### src/rtl/mmu_pkg.sv
package mmu_pkg;
  typedef enum logic [1:0] {
    FLT_NONE = 2'b00,
    FLT_LEN  = 2'b01,
    FLT_INV  = 2'b10
  } fault_e;

  typedef enum logic {
    S_IDLE = 1'b0,
    S_WALK = 1'b1
  } walk_st_e;
endpackage

### src/rtl/mmu_cfg.sv
module mmu_cfg #(
  parameter int MA_W  = 16,
  parameter int LEN_W = 7
) (
  input  logic             clk_i,
  input  logic             rst_ni,
  input  logic             base_we_i,
  input  logic [MA_W-1:0]  base_wdata_i,
  input  logic             len_we_i,
  input  logic [LEN_W-1:0] len_wdata_i,
  output logic [MA_W-1:0]  base_o,
  output logic [LEN_W-1:0] len_o
);
  logic [MA_W-1:0]  base_q;
  logic [LEN_W-1:0] len_q;

  always_ff @(posedge clk_i or negedge rst_ni) begin
    if (!rst_ni) begin
      base_q <= '0;
      len_q  <= '0;
    end else begin
      if (base_we_i) base_q <= base_wdata_i;
      if (len_we_i)  len_q  <= len_wdata_i;
    end
  end

  assign base_o = base_q;
  assign len_o  = len_q;


  base_wr_chk: assert property (@(posedge clk_i) disable iff (!rst_ni)
    base_we_i |=> base_o == $past(base_wdata_i));

  len_wr_chk: assert property (@(posedge clk_i) disable iff (!rst_ni)
    len_we_i |=> len_o == $past(len_wdata_i));
endmodule

### src/rtl/mmu_tlb.sv
module mmu_tlb #(
  parameter int PN_W  = 6,
  parameter int FN_W  = 6,
  parameter int N_ENT = 8
) (
  input  logic            clk_i,
  input  logic            rst_ni,
  input  logic [PN_W-1:0] lk_page_i,
  output logic            lk_hit_o,
  output logic [FN_W-1:0] lk_frame_o,
  input  logic            flush_i,
  input  logic            fill_en_i,
  input  logic [PN_W-1:0] fill_page_i,
  input  logic [FN_W-1:0] fill_frame_i
);
  localparam int IW = (N_ENT > 1) ? $clog2(N_ENT) : 1;
  localparam logic [IW-1:0] LAST = IW'(N_ENT - 1);

  logic [N_ENT-1:0] vld_q;
  logic [PN_W-1:0]  tag_q [N_ENT];
  logic [FN_W-1:0]  frm_q [N_ENT];
  logic [IW-1:0]    rr_q;
  logic [N_ENT-1:0] hit_vec;

  for (genvar g = 0; g < N_ENT; g++) begin : g_cmp
    assign hit_vec[g] = vld_q[g] && (tag_q[g] == lk_page_i);
  end

  always_comb begin
    lk_frame_o = '0;
    for (int i = 0; i < N_ENT; i++)
      if (hit_vec[i]) lk_frame_o = lk_frame_o | frm_q[i];
  end
  assign lk_hit_o = |hit_vec;

  always_ff @(posedge clk_i or negedge rst_ni) begin
    if (!rst_ni) begin
      vld_q <= '0;
      rr_q  <= '0;
    end else if (flush_i) begin
      vld_q <= '0;
    end else if (fill_en_i) begin
      vld_q[rr_q] <= 1'b1;
      rr_q        <= (rr_q == LAST) ? '0 : rr_q + 1'b1;
    end
  end

  always_ff @(posedge clk_i) begin
    if (fill_en_i && !flush_i) begin
      tag_q[rr_q] <= fill_page_i;
      frm_q[rr_q] <= fill_frame_i;
    end
  end


  one_match_chk: assert property (@(posedge clk_i) disable iff (!rst_ni)
    $onehot0(hit_vec));

  flush_empty_chk: assert property (@(posedge clk_i) disable iff (!rst_ni)
    flush_i |=> vld_q == '0);

  fill_kept_chk: assert property (@(posedge clk_i) disable iff (!rst_ni)
    (fill_en_i && !flush_i) |=> vld_q != '0);
endmodule

### src/rtl/mmu_ctrl.sv
module mmu_ctrl
  import mmu_pkg::*;
#(
  parameter int LA_W      = 16,
  parameter int OFF_W     = 10,
  parameter int FN_W      = 6,
  parameter int PTE_W     = 16,
  parameter int PTE_V_BIT = 15,
  parameter int MA_W      = 16,
  localparam int PN_W     = LA_W - OFF_W,
  localparam int PA_W     = FN_W + OFF_W,
  localparam int LEN_W    = PN_W + 1
) (
  input  logic             clk_i,
  input  logic             rst_ni,
  input  logic             req_valid_i,
  input  logic [LA_W-1:0]  req_laddr_i,
  output logic             req_ready_o,
  output logic             rsp_valid_o,
  output logic [PA_W-1:0]  rsp_paddr_o,
  output logic [1:0]       rsp_fault_o,
  input  logic [MA_W-1:0]  base_i,
  input  logic [LEN_W-1:0] len_i,
  input  logic             flush_i,
  output logic [PN_W-1:0]  lk_page_o,
  input  logic             lk_hit_i,
  input  logic [FN_W-1:0]  lk_frame_i,
  output logic             fill_en_o,
  output logic [PN_W-1:0]  fill_page_o,
  output logic [FN_W-1:0]  fill_frame_o,
  output logic             mem_req_o,
  output logic [MA_W-1:0]  mem_addr_o,
  input  logic             mem_rvalid_i,
  input  logic [PTE_W-1:0] mem_rdata_i
);
  walk_st_e         st_q;
  logic [PN_W-1:0]  page_q;
  logic [OFF_W-1:0] off_q;
  logic [MA_W-1:0]  addr_q;
  logic             kill_q;
  logic             rsp_v_q;
  logic [PA_W-1:0]  rsp_pa_q;
  logic [1:0]       rsp_f_q;

  logic [PN_W-1:0]  in_page;
  logic [OFF_W-1:0] in_off;
  logic             accept, beyond, pte_ok;

  assign in_page = req_laddr_i[LA_W-1:OFF_W];
  assign in_off  = req_laddr_i[OFF_W-1:0];
  assign accept  = req_valid_i && (st_q == S_IDLE);
  assign beyond  = {1'b0, in_page} >= len_i;
  assign pte_ok  = mem_rdata_i[PTE_V_BIT];

  always_ff @(posedge clk_i or negedge rst_ni) begin
    if (!rst_ni) begin
      st_q     <= S_IDLE;
      page_q   <= '0;
      off_q    <= '0;
      addr_q   <= '0;
      kill_q   <= 1'b0;
      rsp_v_q  <= 1'b0;
      rsp_pa_q <= '0;
      rsp_f_q  <= FLT_NONE;
    end else begin
      rsp_v_q <= 1'b0;
      unique case (st_q)
        S_IDLE: begin
          if (accept) begin
            page_q <= in_page;
            off_q  <= in_off;
            kill_q <= 1'b0;
            if (beyond) begin
              rsp_v_q  <= 1'b1;
              rsp_f_q  <= FLT_LEN;
              rsp_pa_q <= '0;
            end else if (lk_hit_i) begin
              rsp_v_q  <= 1'b1;
              rsp_f_q  <= FLT_NONE;
              rsp_pa_q <= {lk_frame_i, in_off};
            end else begin
              st_q   <= S_WALK;
              addr_q <= base_i + MA_W'(in_page);
            end
          end
        end
        S_WALK: begin
          if (flush_i) kill_q <= 1'b1;
          if (mem_rvalid_i) begin
            st_q    <= S_IDLE;
            rsp_v_q <= 1'b1;
            if (pte_ok) begin
              rsp_f_q  <= FLT_NONE;
              rsp_pa_q <= {mem_rdata_i[FN_W-1:0], off_q};
            end else begin
              rsp_f_q  <= FLT_INV;
              rsp_pa_q <= '0;
            end
          end
        end
        default: st_q <= S_IDLE;
      endcase
    end
  end

  assign req_ready_o  = (st_q == S_IDLE);
  assign rsp_valid_o  = rsp_v_q;
  assign rsp_paddr_o  = rsp_pa_q;
  assign rsp_fault_o  = rsp_f_q;
  assign lk_page_o    = in_page;
  assign mem_req_o    = (st_q == S_WALK);
  assign mem_addr_o   = addr_q;
  // cached only when valid and no flush seen since the walk began
  assign fill_en_o    = (st_q == S_WALK) && mem_rvalid_i && pte_ok && !kill_q && !flush_i;
  assign fill_page_o  = page_q;
  assign fill_frame_o = mem_rdata_i[FN_W-1:0];


  len_fault_chk: assert property (@(posedge clk_i) disable iff (!rst_ni)
    (accept && beyond) |=> rsp_valid_o && rsp_fault_o == FLT_LEN && !mem_req_o);

  accept_next_chk: assert property (@(posedge clk_i) disable iff (!rst_ni)
    accept |=> (rsp_valid_o || mem_req_o));

  mem_hold_chk: assert property (@(posedge clk_i) disable iff (!rst_ni)
    (mem_req_o && !mem_rvalid_i) |=> mem_req_o && $stable(mem_addr_o));

  walk_rsp_chk: assert property (@(posedge clk_i) disable iff (!rst_ni)
    (mem_req_o && mem_rvalid_i) |=> rsp_valid_o && !mem_req_o);

  inv_fault_chk: assert property (@(posedge clk_i) disable iff (!rst_ni)
    (mem_req_o && mem_rvalid_i && !mem_rdata_i[PTE_V_BIT]) |-> !fill_en_o ##1 rsp_fault_o == FLT_INV);

  flush_kill_chk: assert property (@(posedge clk_i) disable iff (!rst_ni)
    (mem_req_o && flush_i && !mem_rvalid_i) |=> !fill_en_o);

  busy_ready_chk: assert property (@(posedge clk_i) disable iff (!rst_ni)
    mem_req_o |-> !req_ready_o);
endmodule

### src/rtl/page_mmu.sv
module page_mmu #(
  parameter int LA_W      = 16,
  parameter int OFF_W     = 10,
  parameter int FN_W      = 6,
  parameter int N_ENT     = 8,
  parameter int PTE_W     = 16,
  parameter int PTE_V_BIT = 15,
  parameter int MA_W      = 16,
  localparam int PN_W     = LA_W - OFF_W,
  localparam int PA_W     = FN_W + OFF_W,
  localparam int LEN_W    = PN_W + 1
) (
  input  logic             clk_i,
  input  logic             rst_ni,
  input  logic             req_valid_i,
  output logic             req_ready_o,
  input  logic [LA_W-1:0]  req_laddr_i,
  output logic             rsp_valid_o,
  output logic [PA_W-1:0]  rsp_paddr_o,
  output logic [1:0]       rsp_fault_o,
  input  logic             base_we_i,
  input  logic [MA_W-1:0]  base_wdata_i,
  input  logic             len_we_i,
  input  logic [LEN_W-1:0] len_wdata_i,
  input  logic             flush_i,
  output logic             mem_req_o,
  output logic [MA_W-1:0]  mem_addr_o,
  input  logic             mem_rvalid_i,
  input  logic [PTE_W-1:0] mem_rdata_i
);
  logic [MA_W-1:0]  base;
  logic [LEN_W-1:0] len;
  logic [PN_W-1:0]  lk_page, fill_page;
  logic [FN_W-1:0]  lk_frame, fill_frame;
  logic             lk_hit, fill_en;

  mmu_cfg #(.MA_W(MA_W), .LEN_W(LEN_W)) i_cfg (
    .clk_i, .rst_ni,
    .base_we_i, .base_wdata_i, .len_we_i, .len_wdata_i,
    .base_o(base), .len_o(len)
  );

  mmu_tlb #(.PN_W(PN_W), .FN_W(FN_W), .N_ENT(N_ENT)) i_tlb (
    .clk_i, .rst_ni,
    .lk_page_i(lk_page), .lk_hit_o(lk_hit), .lk_frame_o(lk_frame),
    .flush_i,
    .fill_en_i(fill_en), .fill_page_i(fill_page), .fill_frame_i(fill_frame)
  );

  mmu_ctrl #(
    .LA_W(LA_W), .OFF_W(OFF_W), .FN_W(FN_W),
    .PTE_W(PTE_W), .PTE_V_BIT(PTE_V_BIT), .MA_W(MA_W)
  ) i_ctrl (
    .clk_i, .rst_ni,
    .req_valid_i, .req_laddr_i, .req_ready_o,
    .rsp_valid_o, .rsp_paddr_o, .rsp_fault_o,
    .base_i(base), .len_i(len), .flush_i,
    .lk_page_o(lk_page), .lk_hit_i(lk_hit), .lk_frame_i(lk_frame),
    .fill_en_o(fill_en), .fill_page_o(fill_page), .fill_frame_o(fill_frame),
    .mem_req_o, .mem_addr_o, .mem_rvalid_i, .mem_rdata_i
  );


  rst_quiet_chk: assert property (@(posedge clk_i) disable iff (!rst_ni)
    $rose(rst_ni) |-> req_ready_o && !rsp_valid_o && !mem_req_o);

  offset_pass_chk: assert property (@(posedge clk_i) disable iff (!rst_ni)
    (req_valid_i && req_ready_o && lk_hit && ({1'b0, lk_page} < len))
      |=> rsp_paddr_o[OFF_W-1:0] == $past(req_laddr_i[OFF_W-1:0]));
endmodule

### config.mk
export PLATFORM = sky130hd
export DESIGN_NAME = page_mmu
export DESIGN_NICKNAME = d
export VERILOG_FILES = /design/src/rtl/mmu_pkg.sv /design/src/rtl/mmu_cfg.sv /design/src/rtl/mmu_tlb.sv /design/src/rtl/mmu_ctrl.sv /design/src/rtl/page_mmu.sv
export SDC_FILE = /design/constraint.sdc
export NUM_CORES = 1
export LEC_CHECK = 0
export BUFFER_PORTS_ARGS = -buffer_cell sky130_fd_sc_hd__buf_2
export CAP_MARGIN = 20
export CORE_ASPECT_RATIO = 0.7
export CORE_UTILIZATION = 62
export CTS_CLUSTER_DIAMETER = 120
export CTS_CLUSTER_SIZE = 8
export DETAILED_ROUTE_END_ITERATION = 7
export PLACE_DENSITY = 0.95
export SYNTH_ARGS = -nofsm -noshare
export SYNTH_HDL_FRONTEND = slang
export SYNTH_SLANG_ARGS = --single-unit
### constraint.sdc
create_clock -name clk_i -period 4.5 [get_ports clk_i]
set_input_delay 0.675 -clock clk_i [delete_from_list [all_inputs] [get_ports clk_i]]
set_output_delay 0.675 -clock clk_i [all_outputs]
set_load 0.005 [all_outputs]
==> run summary <==
result of the run -> completed
top-count cell post-synth -> edfxtp_1
number of global-route vias before repair -> 5530
period utilization -> 75.8%
Hold Vio Cnt, Final -> 0
final setup margin -> 1.09 ns
P&R area growth vs syn -> 16.6%
Post-Syn Area -> 7690 um2
Net Count, Synth -> 655
Initial DRT Pass Iterations -> 6
fin crit period -> 3.41 ns
diode count -> 0
post-synthesis adder-cell area fraction -> 2.54%
first-pass GRT wire length -> 29.2 mm
PD cells -> 498 nW/um2
CTS tree -> done
CTS root buf -> clkbuf_16
Slew @ Worst Pin -> 1.01 ns
final setup fails -> 0
R2R Setup Slk -> 1.33 ns
initial antenna violation count -> 0
Max Slew Vio Count -> 0
WP data required -> 4.80 ns
Max clock buf depth -> 2
Critical Setup Path Class -> input pin to flop
unrepaired setup endpoints after global routing -> no
worst-path cell chain -> buf_2 > inv_1 > ha_1 > nor2_1 > a21oi_1 > a2111oi_0 > nor3_1 > or4_1 > buf_4 > nand2_1 > o21ai_0
setup TNS -> 0 ns
largest net degree at the start of global routing -> 55
Avg Vias per Cell -> 6.39
commonest cells in the netlist -> edfxtp_1, dfrtp_1, nand2_1, o21ai_0, xor2_1
floorplan row count -> 33
Post-Synth Simple-Gate Area -> 9.02%
compound-gate portion of the synthesized area -> 10.4%
DRT antenna net count -> 0
XOR/XNOR Fraction of Synth Area -> 6.83%
Placer Congestion -> 0.799
post-synthesis mux area share -> 2.98%
Worst slew margin -> 32.7%
Buffers on Ports -> 89
Max stage delay on crit path -> 0.90 ns
total vias in the final route -> 5467
CTS sink cnt -> 183
Crit-path slowest cell -> or4_1
effective utilization at floorplan -> 64.7%
reg2reg start -> i_cfg.len_o[1]
Main synth FF type -> edfxtp_1
Clock Skew -> 0.0107 ns
global-route usage over all layers -> 31.6%
H-tree Lvls -> 4
Final Hold Slack -> 0.280 ns
post-DP HPWL -> 12.1 mm
grt total ovfl -> 0
fill count -> 662
Post-synth EDFFs -> 96
FF+latch count, synth -> 183
Core Area -> 11900 um2
fin nets -> 762
Crit Path Max Fanout -> 16
Post-Syn Area per Cell -> 13.3 um2
clock latency on the worst-skew pair -> 0.44 ns
drt initial violations -> 636
leakage -> 3.75 nW
fraction of registers with async set/reset -> 47.5%
RR Endpoint -> i_ctrl.mem_addr_o[14]
Resized cells post-CTS -> 0
Worst-path clk slew -> 0.07 ns
Ports -> 99
top cells by area, synth -> edfxtp_1, dfrtp_1, xor2_1
Synth top area share -> 37.5%
fraction of layout instances using a drive strength above 1 -> 24.6%
FMAX -> 0.293 GHz
largest family of logic cells by synthesized area -> compound AO/OA/AOI/OAI gates
Hold WC Path Type -> input pin to asynchronous set/reset pin
TritonCTS buffer count -> 17
peak supply drop -> 0.328 mV
chip height -> 95.2 um
Critical Path End Type -> flop
startpoint class of the critical path -> input pin
WP data arrival -> 3.71 ns
Syn. warnings -> 0
sequential share of the synthesized area -> 65.8%
residual DRC count -> 0
DP Worst Slack -> 0.882 ns
# hold bufs at CTS -> 0
full die area -> 12900 um2
Die W -> 135 um
Cell variety after synth -> 45
Yosys top cell by area -> edfxtp_1
Synth Instances -> 578
R2R depth -> 10
Post-CTS Setup Bufs -> 0
max cap viols -> 0
total wire length -> 19.2 mm
per-cell routed wire length -> 22.5 um
==> cell usage in the layout, fill, tap and decap left out, drive strengths merged, types with 2 or more instances in the layout <==
cell type / count
a21o: 10
a21oi: 27
a221oi: 6
a222oi: 6
a22o: 6
a2bb2oi: 10
and2: 2
buf: 111
clkbuf: 22
clkinv: 4
dfrtp: 87
edfxtp: 96
ha: 14
inv: 19
mux2: 20
nand2: 72
nand2b: 5
nand3: 5
nand4: 12
nand4b: 6
nor2: 19
nor2b: 3
nor3: 6
nor4: 9
o21a: 2
o21ai: 39
o221a: 6
o22ai: 2
or4: 3
xnor2: 26
xor2: 34
==> flip-flops by register name, summed over array words and instances, names as in the netlist, 6 cells and up <==
| register | cells |
|---|---|
| i_ctrl.fill_page_o | 6 |
| i_ctrl.off_q | 10 |
| i_tlb.frm_q | 48 |
| i_tlb.tag_q | 48 |
| i_ctrl.rsp_paddr_o | 16 |
| i_cfg.base_o | 16 |
| i_ctrl.mem_addr_o | 16 |
| i_tlb.vld_q | 8 |
| i_cfg.len_o | 7 |
==> area by class of cell <==
class | instances | area (um2) | share of cell area [%]
multi-input cells | 359 | 2440 | 27.2
well taps | 157 | 196 | 2.19
repair buffers | 111 | 617 | 6.88
inverters | 13 | 48.8 | 0.544
flip-flops and latches | 183 | 5060 | 56.4
clock inverters | 10 | 77.6 | 0.865
clock buffers | 22 | 522 | 5.82
==> power by group <==
group          switching [mW]  internal (mW)  leakage (nW)  total [mW]
Sequential              0.190           2.02          1.93        2.21
Clock                   0.658          0.837         0.301        1.50
Combinational           0.413          0.346          1.51       0.760
==> metal layers <==
metal	track usage (%)	part of all wire, %	wire, um	vias to the layer above
met4	13.1	3.6	687	0
li1	-	-	-	2331
met5	0	0	0	-
met1	39.5	38	7290	2710
met3	9.89	9.3	1790	78
met2	51.6	49	9470	348
==> stage by stage <==
stage | instances | area, um2 | total power, mW | utilization, %
detailed placement | 823 | 8360 | 2.96 | 70.3
global route | 855 | 8960 | 4.63 | 75.4
global placement | 822 | 8350 | 2.89 | 70.2
finish | 855 | 8960 | 4.47 | 75.4
CTS | 855 | 8960 | 4.46 | 75.4
floorplan | 578 | 7690 | 2.61 | -
==> worst max path at each step <==
stage                         start                    end  slack [ns]  depth (start not counted)
floorplan           req_laddr_i[10]   i_ctrl.mem_addr_o[7]        1.59                         11
finish              req_laddr_i[10]  i_ctrl.mem_addr_o[14]        1.09                         11
global placement    req_laddr_i[10]  i_ctrl.mem_addr_o[14]        1.03                         11
CTS                 req_laddr_i[10]  i_ctrl.mem_addr_o[14]        1.22                         11
detailed placement  req_laddr_i[10]  i_ctrl.mem_addr_o[14]        0.88                         10
global route        req_laddr_i[10]  i_ctrl.mem_addr_o[14]        1.01                         11
==> cell families after synthesis <==
group | count (synthesis)
and+or+nand+nor | 145
adders and majority gates | 15
xor gates and xnor gates | 60
DFF | 183
muxes | 20
buffers and inverters | 36
AOI/OAI and AO/OA | 119
==> critical path, delay by kind of cell <==
| kind | cells | cell delay, ns |
|---|---|---|
| and+or+nand+nor | 4 | 1.35 |
| buffers and inverters | 3 | 0.70 |
| AOI/OAI and AO/OA | 3 | 0.67 |
| adders and majority gates | 1 | 0.31 |
No activity file was read; power rests on OpenSTA's default activity.
